**src/rtl/mul_tree_pkg.sv**
```systemverilog
package mul_tree_pkg;

    localparam int OP_W   = 4;
    localparam int PROD_W = 2 * OP_W;
    localparam int ROW_W  = PROD_W - 1;   // carry-save rows span columns 0..PROD_W-2

    typedef enum logic [0:0] {
        STYLE_WALLACE = 1'b0,
        STYLE_DADDA   = 1'b1
    } tree_style_e;

    typedef logic [OP_W-1:0]   operand_t;
    typedef logic [PROD_W-1:0] product_t;
    typedef logic [ROW_W-1:0]  csrow_t;

    // pp[i][j] = a[i] & b[j], weight i+j
    typedef logic [OP_W-1:0][OP_W-1:0] pp_matrix_t;

    typedef struct packed {
        csrow_t row_x;
        csrow_t row_y;
    } cs_pair_t;

    // Lowest column the final adder must cover for each schedule.
    function automatic int cpa_lo(tree_style_e s);
        return (s == STYLE_WALLACE) ? 3 : 1;
    endfunction

    // Columns in which the second row may carry a bit.
    function automatic csrow_t window_mask(tree_style_e s);
        csrow_t m;
        for (int i = 0; i < ROW_W; i++) begin
            m[i] = (i >= cpa_lo(s));
        end
        return m;
    endfunction

endpackage

```
**src/rtl/mt_fa.sv**
```systemverilog
module mt_fa (
    input  logic x,
    input  logic y,
    input  logic z,
    output logic s,
    output logic c
);
    assign s = x ^ y ^ z;
    assign c = (x & y) | (x & z) | (y & z);
endmodule

```
**src/rtl/mt_ha.sv**
```systemverilog
module mt_ha (
    input  logic x,
    input  logic y,
    output logic s,
    output logic c
);
    assign s = x ^ y;
    assign c = x & y;
endmodule

```
**src/rtl/mt_pp_gen.sv**
```systemverilog
module mt_pp_gen
    import mul_tree_pkg::*;
(
    input  operand_t   a,
    input  operand_t   b,
    output pp_matrix_t pp
);
    for (genvar i = 0; i < OP_W; i++) begin : g_row
        for (genvar j = 0; j < OP_W; j++) begin : g_col
            assign pp[i][j] = a[i] & b[j];
        end
    end
endmodule

```
**src/rtl/mt_reduce.sv**
```systemverilog
module mt_reduce
    import mul_tree_pkg::*;
#(
    parameter tree_style_e STYLE = STYLE_WALLACE
) (
    input  pp_matrix_t pp,
    output cs_pair_t   rows
);
    if (STYLE == STYLE_WALLACE) begin : g_wallace
        // Stage 1: rows 0..2 reduced wherever possible (2 FA, 2 HA)
        logic s1a, c1a, s2a, c2a, s3a, c3a, s4a, c4a;
        mt_ha u_h1a (.x(pp[0][1]), .y(pp[1][0]), .s(s1a), .c(c1a));
        mt_fa u_f2a (.x(pp[0][2]), .y(pp[1][1]), .z(pp[2][0]), .s(s2a), .c(c2a));
        mt_fa u_f3a (.x(pp[0][3]), .y(pp[1][2]), .z(pp[2][1]), .s(s3a), .c(c3a));
        mt_ha u_h4a (.x(pp[1][3]), .y(pp[2][2]), .s(s4a), .c(c4a));

        // Stage 2: every column of height two or more reduced (3 FA, 1 HA)
        logic s2b, c2b, s3b, c3b, s4b, c4b, s5b, c5b;
        mt_ha u_h2b (.x(s2a), .y(c1a), .s(s2b), .c(c2b));
        mt_fa u_f3b (.x(s3a), .y(c2a), .z(pp[3][0]), .s(s3b), .c(c3b));
        mt_fa u_f4b (.x(s4a), .y(c3a), .z(pp[3][1]), .s(s4b), .c(c4b));
        mt_fa u_f5b (.x(pp[2][3]), .y(c4a), .z(pp[3][2]), .s(s5b), .c(c5b));

        assign rows.row_x = {pp[3][3], s5b, s4b, s3b, s2b, s1a, pp[0][0]};
        assign rows.row_y = {c5b, c4b, c3b, c2b, 3'b000};
    end else begin : g_dadda
        // Stage 1: bring max height to 3, only where needed (2 HA)
        logic d3s, d3c, d4s, d4c;
        mt_ha u_h3 (.x(pp[0][3]), .y(pp[1][2]), .s(d3s), .c(d3c));
        mt_ha u_h4 (.x(pp[1][3]), .y(pp[2][2]), .s(d4s), .c(d4c));

        // Stage 2: bring max height to 2 (4 FA)
        logic e2s, e2c, e3s, e3c, e4s, e4c, e5s, e5c;
        mt_fa u_f2 (.x(pp[0][2]), .y(pp[1][1]), .z(pp[2][0]), .s(e2s), .c(e2c));
        mt_fa u_f3 (.x(pp[2][1]), .y(pp[3][0]), .z(d3s), .s(e3s), .c(e3c));
        mt_fa u_f4 (.x(pp[3][1]), .y(d3c), .z(d4s), .s(e4s), .c(e4c));
        mt_fa u_f5 (.x(pp[2][3]), .y(pp[3][2]), .z(d4c), .s(e5s), .c(e5c));

        assign rows.row_x = {pp[3][3], e5s, e4s, e3s, e2s, pp[0][1], pp[0][0]};
        assign rows.row_y = {e5c, e4c, e3c, e2c, 1'b0, pp[1][0], 1'b0};
    end
endmodule

```
**src/rtl/mt_cpa.sv**
```systemverilog
module mt_cpa
    import mul_tree_pkg::*;
#(
    parameter int LO = 1
) (
    input  cs_pair_t rows,
    output product_t sum
);
    localparam int WIDTH = ROW_W - LO;   // bits LO..ROW_W-1

    logic [WIDTH:0] carry;
    assign carry[0] = 1'b0;

    // Below the window the second row is empty, so a plain OR merges the rows.
    assign sum[LO-1:0] = rows.row_x[LO-1:0] | rows.row_y[LO-1:0];

    for (genvar k = 0; k < WIDTH; k++) begin : g_ripple
        mt_fa u_fa (
            .x(rows.row_x[LO+k]),
            .y(rows.row_y[LO+k]),
            .z(carry[k]),
            .s(sum[LO+k]),
            .c(carry[k+1])
        );
    end

    assign sum[PROD_W-1] = carry[WIDTH];
endmodule

```
**src/rtl/mul_tree_top.sv**
```systemverilog
module mul_tree_top
    import mul_tree_pkg::*;
#(
    parameter tree_style_e STYLE = STYLE_WALLACE
) (
    input  logic [3:0] opnd_a,
    input  logic [3:0] opnd_b,
    output logic [7:0] product
);
    localparam int     LO_COL = cpa_lo(STYLE);
    localparam csrow_t WINDOW = window_mask(STYLE);

    pp_matrix_t pp;
    cs_pair_t   rows;

    mt_pp_gen u_pp (.a(opnd_a), .b(opnd_b), .pp(pp));

    mt_reduce #(.STYLE(STYLE)) u_tree (.pp(pp), .rows(rows));

    mt_cpa #(.LO(LO_COL)) u_cpa (.rows(rows), .sum(product));

    always_comb begin

        prod_match_chk: assert (product == product_t'(opnd_a) * product_t'(opnd_b));

        cs_sum_chk: assert ((product_t'(rows.row_x) + product_t'(rows.row_y))
                            == product_t'(opnd_a) * product_t'(opnd_b));

        window_chk: assert ((rows.row_y & ~WINDOW) == '0);

        zero_op_chk: assert (!((opnd_a == '0) || (opnd_b == '0)) || (product == '0));

        top_bit_chk: assert (!product[PROD_W-1] || (rows.row_x[ROW_W-1] | rows.row_y[ROW_W-1]));
    end
endmodule

```
**config.mk**
```make
export PLATFORM = sky130hd
export DESIGN_NAME = mul_tree_top
export DESIGN_NICKNAME = d
export VERILOG_FILES = /design/src/rtl/mul_tree_pkg.sv /design/src/rtl/mt_fa.sv /design/src/rtl/mt_ha.sv /design/src/rtl/mt_pp_gen.sv /design/src/rtl/mt_reduce.sv /design/src/rtl/mt_cpa.sv /design/src/rtl/mul_tree_top.sv
export SDC_FILE = /design/constraint.sdc
export NUM_CORES = 1
export LEC_CHECK = 0
export BUFFER_PORTS_ARGS = -buffer_cell sky130_fd_sc_hd__buf_2
export CAP_MARGIN = 20
export CORE_MARGIN = 5
export CORE_UTILIZATION = 27
export DETAILED_ROUTE_END_ITERATION = 10
export REMOVE_ABC_BUFFERS = 1
export SLEW_MARGIN = 20
export SYNTH_ARGS = -nofsm -noshare
export SYNTH_HDL_FRONTEND = slang
export SYNTH_SLANG_ARGS = --single-unit
```
**constraint.sdc**
```tcl
create_clock -name vclk -period 3.68
set_input_delay 0.184 -clock vclk [all_inputs]
set_output_delay 0.184 -clock vclk [all_outputs]
set_load 0.01 [all_outputs]
```
==> results.txt <==
The post-cts hold buffer count is 0. The total area inside the core boundary comes to 1280 um2. The switching component of the power is 34.3 uW. The area share of the largest cell type after synthesis came out at 44.1%. STA classifies the critical path endpoint as an output port. For met2 alone, demand over resource in global routing was 13.7%.

The floorplan die area is 2180 um2. Of all nets on the critical path, the largest fanout is 4. The leakage power came out at 0.232 nW. Setup repair after global routing left no endpoint under its margin. The flip-flop and latch count came out at 0. The worst relative slew slack came out at 92.8%.

The overall fraction of global-route tracks in use came out at 6.89%. The total vias in the final route came out at 244. The final global-route overflow total is 0. The routability congestion estimate from global placement is 0.696. The die height came out at 46.7 um. Synthesis produced 37 cells. The achievable frequency is 311 MHz.

The number of violations of the max-capacitance limit is 0. VDD sags by at most 0.0000517 V. The critical path in this run is classified as primary input to output port.

Global routing consumed, on the met3 layer, 0.781% of the routing resources. The number of core rows is 13. The most area-hungry cell type in the Yosys netlist is sky130_fd_sc_hd__fa_1. The first-pass detailed-route iteration total is 3. The remaining design rule violation count is 0.

The detail-routed net length per standard cell came out at 9.70 um. The switching share of power came out at 53.6%. The number of antenna-violating nets in the routed design came out at 0. The flow ran to the end, and the final reports show no timing, DRC or antenna violations.

The total I/O pin count came out at 16. The final number of setup-violating endpoints is 0. The part of the total power dissipated in the clock network came out at 0%. The total power per unit cell area is 156 nW/um2. The data required time at the worst endpoint is 3.50 ns. The final wirelength came out at 592 um.

The shortest period the worst path allows came out at 3.21 ns. The met1 layer usage reported by global route came out at 8.22%. The internal power is 29.6 uW. The post-CTS setup-driven buffer insertion count came out at 0. After synthesis the cells add up to 363 um2.

The share of cells above drive strength 1 is 34.8%. Ranked by instance count, the synthesized netlist is headed by sky130_fd_sc_hd__and2_1 (13), sky130_fd_sc_hd__fa_1 (8), sky130_fd_sc_hd__buf_4 (7), sky130_fd_sc_hd__ha_1 (4), sky130_fd_sc_hd__nand2_1 (3). The pin count of the biggest net entering global routing came out at 5. The die span in x came out at 46.7 um. The net count of the finished layout is 68. The via-per-instance ratio is 4.00. The number of global-route vias before repair came out at 282. The DRC marker count from the first detailed-route iteration is 2.

The number of clock-tree buffers in the layout is 0. The effective utilization at floorplan came out at 28.2%. The combinational power share is 100.0%. The multi-input logic area came out at 303 um2.

The first global-routing pass estimated 1.12 mm of wire. After routing, the total negative slack on setup checks comes to 0 ns. After routing the design area is 409 um2. The final period utilization came out at 87.3%. The number of filler instances in the final layout is 137. The number of antenna violations at the first check in global routing was 0. The number of distinct library cells after synthesis is 6. The post-synthesis to final-layout area growth is 12.8%.

The register share of total power is 0%. By instance count, the leading cell after synthesis is sky130_fd_sc_hd__and2_1. The final max-slew violation count came to 0.

The port buffer count is 16. In this run the cell area measured after placement is 409 um2. In the post-synthesis netlist, the biggest area contributors are sky130_fd_sc_hd__fa_1 (44%), sky130_fd_sc_hd__and2_1 (22%), sky130_fd_sc_hd__buf_4 (14%). The transition time at the pin with the least slew margin is 0.108 ns. The number of failing hold endpoints at the final stage is 0. The category of the worst setup path launch point is a primary input. The number of warning messages in the yosys log came out at 0. The path class of the lowest-slack min-delay path is primary input to output port. The most used routing layer in global routing is met2. The share of the yosys chip area belonging to registers came out at 0%. Across the whole layout, storage elements account for 0 um2. The synthesized area divided by synthesized cell count is 9.81 um2. The post-cts repair resize count is 0.

The arrival time at the worst endpoint came out at 3.03 ns. The antenna diode count is 0.
## per-stage QoR
stage / cells / util (%) / hold slack [ns] / worst slack (ns) / power, mW
final: 61 / 31.8 / 0.699 / 0.467 / 0.0639
after floorplan: 30 / - / 0.512 / 0.719 / 0.0449
after global placement: 61 / 31.8 / 0.698 / 0.479 / 0.0656
after detailed placement: 61 / 31.8 / 0.702 / 0.433 / 0.0659
after global routing: 61 / 31.8 / 0.724 / 0.343 / 0.0751
after CTS: 61 / 31.8 / 0.706 / 0.424 / 0.0667
## logic make-up after synthesis
kind of cell               count (synthesis)  synth area share [%]
and+or+nand+nor                           16                  25.5
adders and majority gates                 12                  57.9
buffers and inverters                      9                  16.6
## worst max-delay path: stages
cell and delay, ns:
sky130_fd_sc_hd__buf_2 0.10, sky130_fd_sc_hd__nand2_1 0.08, sky130_fd_sc_hd__fa_1 0.54, sky130_fd_sc_hd__inv_1 0.05, sky130_fd_sc_hd__fa_1 0.47, sky130_fd_sc_hd__ha_1 0.22
sky130_fd_sc_hd__fa_1 0.38, sky130_fd_sc_hd__fa_1 0.38, sky130_fd_sc_hd__fa_1 0.48, sky130_fd_sc_hd__buf_2 0.13
## cell type report
type / count / area share [%]
Inverter: 2 / 1.83
Tap cell: 15 / 4.59
Timing Repair Buffer: 16 / 19.6
Multi-Input combinational cell: 28 / 74.0
## power by group through the flow
stage                     clock network, mW  registers [mW]  logic, mW
after floorplan                           0               0     0.0449
after global placement                    0               0     0.0656
after detailed placement                  0               0     0.0659
after CTS                                 0               0     0.0667
after global routing                      0               0     0.0751
final                                     0               0     0.0639
## per-layer routing
layer  wire length [um]  share of wire [%]  vias to the layer above
li1                   -                  -                      124
met1                208                 35                      111
met2                320                 54                        9
met3                 63                 11                        0
met4                  0                  0                        0
met5                  0                  0                        -
## layout by cell type (no fill, tap or decap)
| cell | synthesis | routed |
|---|---|---|
| sky130_fd_sc_hd__ha_1 | 4 | 4 |
| sky130_fd_sc_hd__buf_2 | 0 | 16 |
| sky130_fd_sc_hd__and2_1 | 13 | 13 |
| sky130_fd_sc_hd__fa_1 | 8 | 8 |
| sky130_fd_sc_hd__nand2_1 | 3 | 3 |
| sky130_fd_sc_hd__inv_1 | 2 | 2 |
## final timing paths
path                  start          to  cells after the start
hold / removal    opnd_a[0]  product[0]                      3
setup / recovery  opnd_b[3]  product[6]                     10
No activity file was read; power rests on OpenSTA's default activity.
